File: config.mk
export PLATFORM = sky130hd
export DESIGN_NAME = cfgSerialLoader
export DESIGN_NICKNAME = d
export VERILOG_FILES = /design/src/rtl/cfgLoaderPkg.sv /design/src/rtl/loaderCtrl.sv /design/src/rtl/loaderDatapath.sv /design/src/rtl/cfgSerialLoader.sv
export SDC_FILE = /design/constraint.sdc
export NUM_CORES = 1
export LEC_CHECK = 0
export BUFFER_PORTS_ARGS = -buffer_cell sky130_fd_sc_hd__buf_4
export CAP_MARGIN = 15
export CORE_ASPECT_RATIO = 0.75
export CORE_MARGIN = 10
export CORE_UTILIZATION = 48
export DETAILED_ROUTE_END_ITERATION = 7
export PLACE_DENSITY = 0.83
export SLEW_MARGIN = 30
export SYNTH_ARGS = -nofsm -noshare
export SYNTH_HDL_FRONTEND = slang
export SYNTH_SLANG_ARGS = --single-unit
File: constraint.sdc
create_clock -name clk -period 1.76 [get_ports clk]
set_input_delay 0.352 -clock clk [delete_from_list [all_inputs] [get_ports clk]]
set_output_delay 0.352 -clock clk [all_outputs]
set_load 0.02 [all_outputs]
File: src/rtl/cfgLoaderPkg.sv
package cfgLoaderPkg;
  // Per-cycle commands from the synchroniser/control to the datapath
  typedef struct packed {
    logic shiftEn;  // serial clock rising edge seen this cycle
    logic loadEn;   // latch strobe rising edge seen this cycle
    logic dataBit;  // data bit aligned with shiftEn
  } loaderCtrl_t;
endpackage

File: src/rtl/loaderCtrl.sv
module loaderCtrl
  import cfgLoaderPkg::*;
#(
  parameter int SYNC_STAGES = 2
) (
  input  logic        clk,
  input  logic        rstN,
  input  logic        serClk,
  input  logic        serData,
  input  logic        serLatch,
  output loaderCtrl_t ctrl
);
  localparam int PIPE_W = SYNC_STAGES + 1;

  // Extra stage on clock and latch lines keeps the previous synced value
  logic [PIPE_W-1:0]      clkPipe;
  logic [PIPE_W-1:0]      latchPipe;
  logic [SYNC_STAGES-1:0] dataPipe;

  always_ff @(posedge clk or negedge rstN) begin
    if (!rstN) begin
      clkPipe   <= '0;
      latchPipe <= '0;
      dataPipe  <= '0;
    end else begin
      clkPipe   <= {clkPipe[PIPE_W-2:0], serClk};
      latchPipe <= {latchPipe[PIPE_W-2:0], serLatch};
      dataPipe  <= {dataPipe[SYNC_STAGES-2:0], serData};
    end
  end

  always_comb begin
    ctrl.shiftEn = clkPipe[SYNC_STAGES-1] & ~clkPipe[SYNC_STAGES];
    ctrl.loadEn  = latchPipe[SYNC_STAGES-1] & ~latchPipe[SYNC_STAGES];
    ctrl.dataBit = dataPipe[SYNC_STAGES-1];
  end
endmodule

File: src/rtl/loaderDatapath.sv
module loaderDatapath
  import cfgLoaderPkg::*;
#(
  parameter int FRAME_W  = 24,
  parameter int ADDR_W   = 3,
  parameter int NUM_REGS = 7
) (
  input  logic                         clk,
  input  logic                         rstN,
  input  loaderCtrl_t                  ctrl,
  output logic [NUM_REGS*FRAME_W-1:0]  regsOut,
  output logic [NUM_REGS-1:0]          updStrobe
);
  logic [FRAME_W-1:0]  shiftReg;
  logic [ADDR_W-1:0]   addrField;
  logic [NUM_REGS-1:0] hit;

  assign addrField = shiftReg[ADDR_W-1:0];

  // A coincident load sees the pre-shift value (nonblocking update)
  always_ff @(posedge clk or negedge rstN) begin
    if (!rstN) shiftReg <= '0;
    else if (ctrl.shiftEn) shiftReg <= {shiftReg[FRAME_W-2:0], ctrl.dataBit};
  end

  for (genvar g = 0; g < NUM_REGS; g++) begin : gReg
    assign hit[g] = ctrl.loadEn && (addrField == ADDR_W'(g));

    always_ff @(posedge clk or negedge rstN) begin
      if (!rstN) regsOut[g*FRAME_W +: FRAME_W] <= '0;
      else if (hit[g]) regsOut[g*FRAME_W +: FRAME_W] <= shiftReg;
    end
  end

  always_ff @(posedge clk or negedge rstN) begin
    if (!rstN) updStrobe <= '0;
    else updStrobe <= hit;
  end
endmodule

File: src/rtl/cfgSerialLoader.sv
module cfgSerialLoader
  import cfgLoaderPkg::*;
#(
  parameter int FRAME_W     = 24,
  parameter int ADDR_W      = 3,
  parameter int NUM_REGS    = 7,
  parameter int SYNC_STAGES = 2
) (
  input  logic                        clk,
  input  logic                        rstN,
  input  logic                        serClk,
  input  logic                        serData,
  input  logic                        serLatch,
  output logic [NUM_REGS*FRAME_W-1:0] regsOut,
  output logic [NUM_REGS-1:0]         updStrobe
);
  loaderCtrl_t ctrl;

  loaderCtrl #(.SYNC_STAGES(SYNC_STAGES)) uCtrl (
    .clk(clk), .rstN(rstN), .serClk(serClk), .serData(serData),
    .serLatch(serLatch), .ctrl(ctrl)
  );

  loaderDatapath #(.FRAME_W(FRAME_W), .ADDR_W(ADDR_W), .NUM_REGS(NUM_REGS)) uDp (
    .clk(clk), .rstN(rstN), .ctrl(ctrl), .regsOut(regsOut), .updStrobe(updStrobe)
  );
endmodule

# == Word level (Yosys, flattened, before mapping) ==
# Cells that the tools add are included.
# totals
register_bits,207
latchBits,0
ram_bits,0
romBits,0
out_inout_bits,175
elab_cells,30
mem_count,0
# classes
addsub,0
mul,0
n_div,0
order_cmp,0
eq_ne,6
shift,0
muxes,0
n_bitwise,4
n_reduce_logical,8
# ops
operator,n
== test 3 bit (second input constant),3
logical AND 1 bit,7
== test 3 x 2 -> 1 bit (second input constant),2
== test 3 x 1 -> 1 bit (second input constant),1
logical NOT 3 bit,1
AND 1 bit,2
NOT 1 bit,2

# == Longest topological paths before layout ==
# depth
ltp_word,3
mapped_depth,6
depth_no_buf,3

# == Hierarchy ==
# Synthesis repeated with hierarchy kept, for this count alone.
# unflattened
hier_cells,436
hier_area_um2,7544.7
# by_module_without_submodules
mod,instances,cells_per_inst,area_per_inst_um2
loaderDatapath,1,425,7309.5
loaderCtrl,1,11,235.2

# == Worst setup path before layout ==
# Ideal clock, no wire load.
# synth_timing
kind,flip-flop to flip-flop
startpoint,reg uCtrl.latchPipe[2]
endpoint,reg uDp.regsOut[79]
arrival_ns,1.526
required_time_ns,1.635
setup_slack_ns,0.109
stages_incl_launch_ff,5
period_less_slack_ns,1.651
path_cell_list,dfrtp_1 nand3b_2 nor3b_4 buf_6 mux2_2
# synth_via
elab_chain_cells,3
# synth_lines
item,line_no,rtl
from (decl),loaderCtrl.sv:17,logic [PIPE_W-1:0] latchPipe;
from (signal assigned),loaderCtrl.sv:27,"latchPipe <= {latchPipe[PIPE_W-2:0], serLatch};"
NOT 1 bit,loaderCtrl.sv:34,ctrl.loadEn = latchPipe[SYNC_STAGES-1] & ~latchPipe[SYNC_STAGES];
AND 1 bit,loaderCtrl.sv:34,
logical AND 1 bit,loaderDatapath.sv:27,assign hit[g] = ctrl.loadEn && (addrField == ADDR_W'(g));
"to (signal, indexed assignment)",loaderDatapath.sv:31,else if (hit[g]) regsOut[g*FRAME_W +: FRAME_W] <= shiftReg;
to (decl),loaderDatapath.sv:11,"output logic [NUM_REGS*FRAME_W-1:0] regsOut,"
# Every way passes these cells.
# A chain may end at the register's enable or synchronous reset.

# == Worst setup path after layout ==
# layout_timing
startpoint,reg uCtrl.latchPipe[2]
endpoint,reg uDp.regsOut[157]
# Same word-level chain as after synthesis.

==> impl_metrics.json <==
{
  "status": "finished, final reports clean",
  "die_area_sq_um": 21100,
  "synth-seq-cells": 207,
  "rsz0062_at_grt": "no",
  "multiInputGateArea_sq_um": 2180,
  "cts_tree": "yes",
  "slew-limit-headroom_pct": 71.8,
  "routed_wl_um": 18300,
  "rrSetupSlack_ns": 0.09,
  "min_path_type": "reg2reg",
  "fp-row-count": 39,
  "wl_per_cell_um": 21.2,
  "synthCells": 435,
  "first_iter_violations": 206,
  "path_class": "reg2reg",
  "endpoint_kind": "flip-flop",
  "grt_first_pass_wirelength_um": 28100,
  "min_from": "uCtrl.clkPipe[0]",
  "whs_path_depth": 0,
  "setup_tns_ns": 0,
  "min_period_ns": 1.67,
  "fin_skew_ns": 0.0134,
  "hpwl_um": 13000,
  "synth_top_cell_area_share_pct": 69.0,
  "placedInstanceArea_sq_um": 9260,
  "syn-cell-area_sq_um": 7510,
  "final_cell_mix": "dfrtp_1 (207), buf_4 (196), mux2_2 (169)",
  "fmax_mhz": 600,
  "reg2reg_to": "uDp.regsOut[157]",
  "ys_types": 17,
  "critPathMaxFanout": 8,
  "p_per_area_nw_per_um2": 1450,
  "syn_area_per_cell_sq_um": 17.3,
  "peakVddDrop_uv": 1180,
  "grt_pass1_vias": 4652,
  "via_count": 4329,
  "finalWeightedCongestion": 0.744,
  "grt_start_max_net_pins": 49,
  "antenna_cells": 0,
  "path_clk_slew_ns": 0.06,
  "rr_worst_depth": 4,
  "synthToLayoutAreaGrowth_pct": 32.4,
  "ctsHtreeMaxLevel": 1,
  "finalMaxSlewViolations": 0,
  "hold_viol": 0,
  "grt.total_usage_pct": 16.7,
  "finalCritPeriodShare_pct": 94.7,
  "design_area_sq_um": 9950,
  "setup.worst_path.start_class": "flip-flop",
  "fill_cells": 1085,
  "grt-ovfl-total": 0,
  "yosysSeqAreaShare_pct": 69.0,
  "cts.sinks": 207,
  "die-height_um": 128,
  "drive_above_1_share_pct": 63.9,
  "antenna_left": 0,
  "worst_pin_slew_ns": 0.423,
  "io_buffers": 179,
  "final-setup-viol-count": 0,
  "clock_path_buffers": 3,
  "die_w_um": 164,
  "mostFrequentLayoutCell": "dfrtp_1",
  "yosys-top-cells-area": "dfrtp_1 (69%), mux2_2 (25%), and2_1 (0.75%)",
  "drc": 0,
  "first_pass_iters": 4,
  "io-pin-count": 180,
  "synth_fp_nets": 440,
  "hold_end": "uCtrl.clkPipe[1]",
  "r2r-start": "uCtrl.latchPipe[2]",
  "synth_top_area_cell": "dfrtp_1",
  "crit_arrival_ns": 2.02,
  "cts-root-buf": "clkbuf_16",
  "worstSkewPairLatency_ns": 0.48,
  "postCtsSetupRepairBufs": 0,
  "power.leakage_nw": 5.27,
  "cts_made_buffers": 21,
  "antenna_found_initial": 0,
  "initial_core_util_pct": 49.2,
  "register_area_sq_um": 5180,
  "required_ns": 2.11,
  "yosys_warnings": 0,
  "max_cap_violations": 0,
  "avgViaCountPerCell": 5.01,
  "core_sq_um": 15300,
  "finalNetCount": 651
}
-- cells in the mapped netlist (all sizes together) --
cell type,n
buf,20
nor2,1
nand2b,4
nor2b,4
inv,4
nand2,1
dfrtp,207
and3,1
and2,9
nor3b,3
nand3b,3
or2,6
clkbuf,1
mux2,171
-- layout make-up --
type                            instances  area share, %
Sequential cell                       207           52.1
Clock buffer                           29           6.09
Clock inverter                          7          0.377
Inverter                                4          0.151
Timing Repair Buffer                  209           16.8
Multi-Input combinational cell        203           22.0
Tap cell                              205           2.58
-- state kept, by name, indices dropped and copies added (netlist names) --
signal / cells
uDp.regsOut: 168
uDp.shiftReg: 24
uDp.updStrobe: 7
uCtrl.clkPipe: 3
uCtrl.latchPipe: 3
uCtrl.dataPipe: 2
-- power by group --
| group | leakage (nW) | internal (mW) | switching (mW) | total [mW] |
|---|---|---|---|---|
| sequential | 2.76 | 5.73 | 0.848 | 6.57 |
| clock | 0.322 | 2.40 | 1.72 | 4.11 |
| combinational | 2.18 | 1.83 | 1.92 | 3.75 |
-- worst max-delay path by stage --
stage / from / to / slack [ns] / depth (start not counted)
floorplan: uCtrl.latchPipe[2] / uDp.regsOut[79] / 0.11 / 4
global placement: uCtrl.latchPipe[2] / uDp.regsOut[86] / 0.14 / 4
detailed placement: uCtrl.latchPipe[2] / uDp.regsOut[93] / 0.07 / 4
CTS: uCtrl.latchPipe[2] / uDp.regsOut[93] / 0.06 / 4
global route: uCtrl.latchPipe[2] / uDp.regsOut[157] / 0.02 / 4
finish: uCtrl.latchPipe[2] / uDp.regsOut[157] / 0.09 / 4
-- kinds of logic (layout without fill, tap and decap cells) --
| logic type | count (synthesis) | in the layout | synth area share, % |
|---|---|---|---|
| simple gates | 32 | 32 | 3.33 |
| flops | 207 | 207 | 69.0 |
| mux | 171 | 171 | 25.6 |
| buf+inv | 25 | 249 | 2.08 |
-- routing by layer --
metal	up-vias	GRT usage [%]	wire length, um	share of wire [%]
met5	-	0	0	0
met2	122	26.6	8570	47
met1	2261	22.2	8020	44
met4	0	2.55	158	0.86
met3	15	5.96	1530	8.4
li1	1931	-	-	-
-- per-stage QoR --
step	std cells	hold slack, ns	util, %	power [mW]	worst slack [ns]
2_1_floorplan	435	0.0564	-	8.43	0.109
3_3_place_gp	824	0.324	60.6	10.3	0.145
3_5_place_dp	824	0.329	60.6	10.5	0.0657
4_1_cts	864	0.354	65.1	14.6	0.0557
5_1_grt	864	0.354	65.1	15.2	0.0237
6_report	864	0.353	65.1	14.4	0.0935
-- critical path, cell delays in order, from the launching register on --
cell      delay, ns
dfrtp_1        0.40
nand3b_2       0.29
nor3b_4        0.26
buf_4          0.24
mux2_2         0.35
-- repair_timing --
item	4_1_cts	5_1_grt
hold buffers	4	0
gates resized for setup	0	2
setup endpoints to repair	0	3
hold endpoints to repair	44	0
Power figures use the tool's default switching activity.
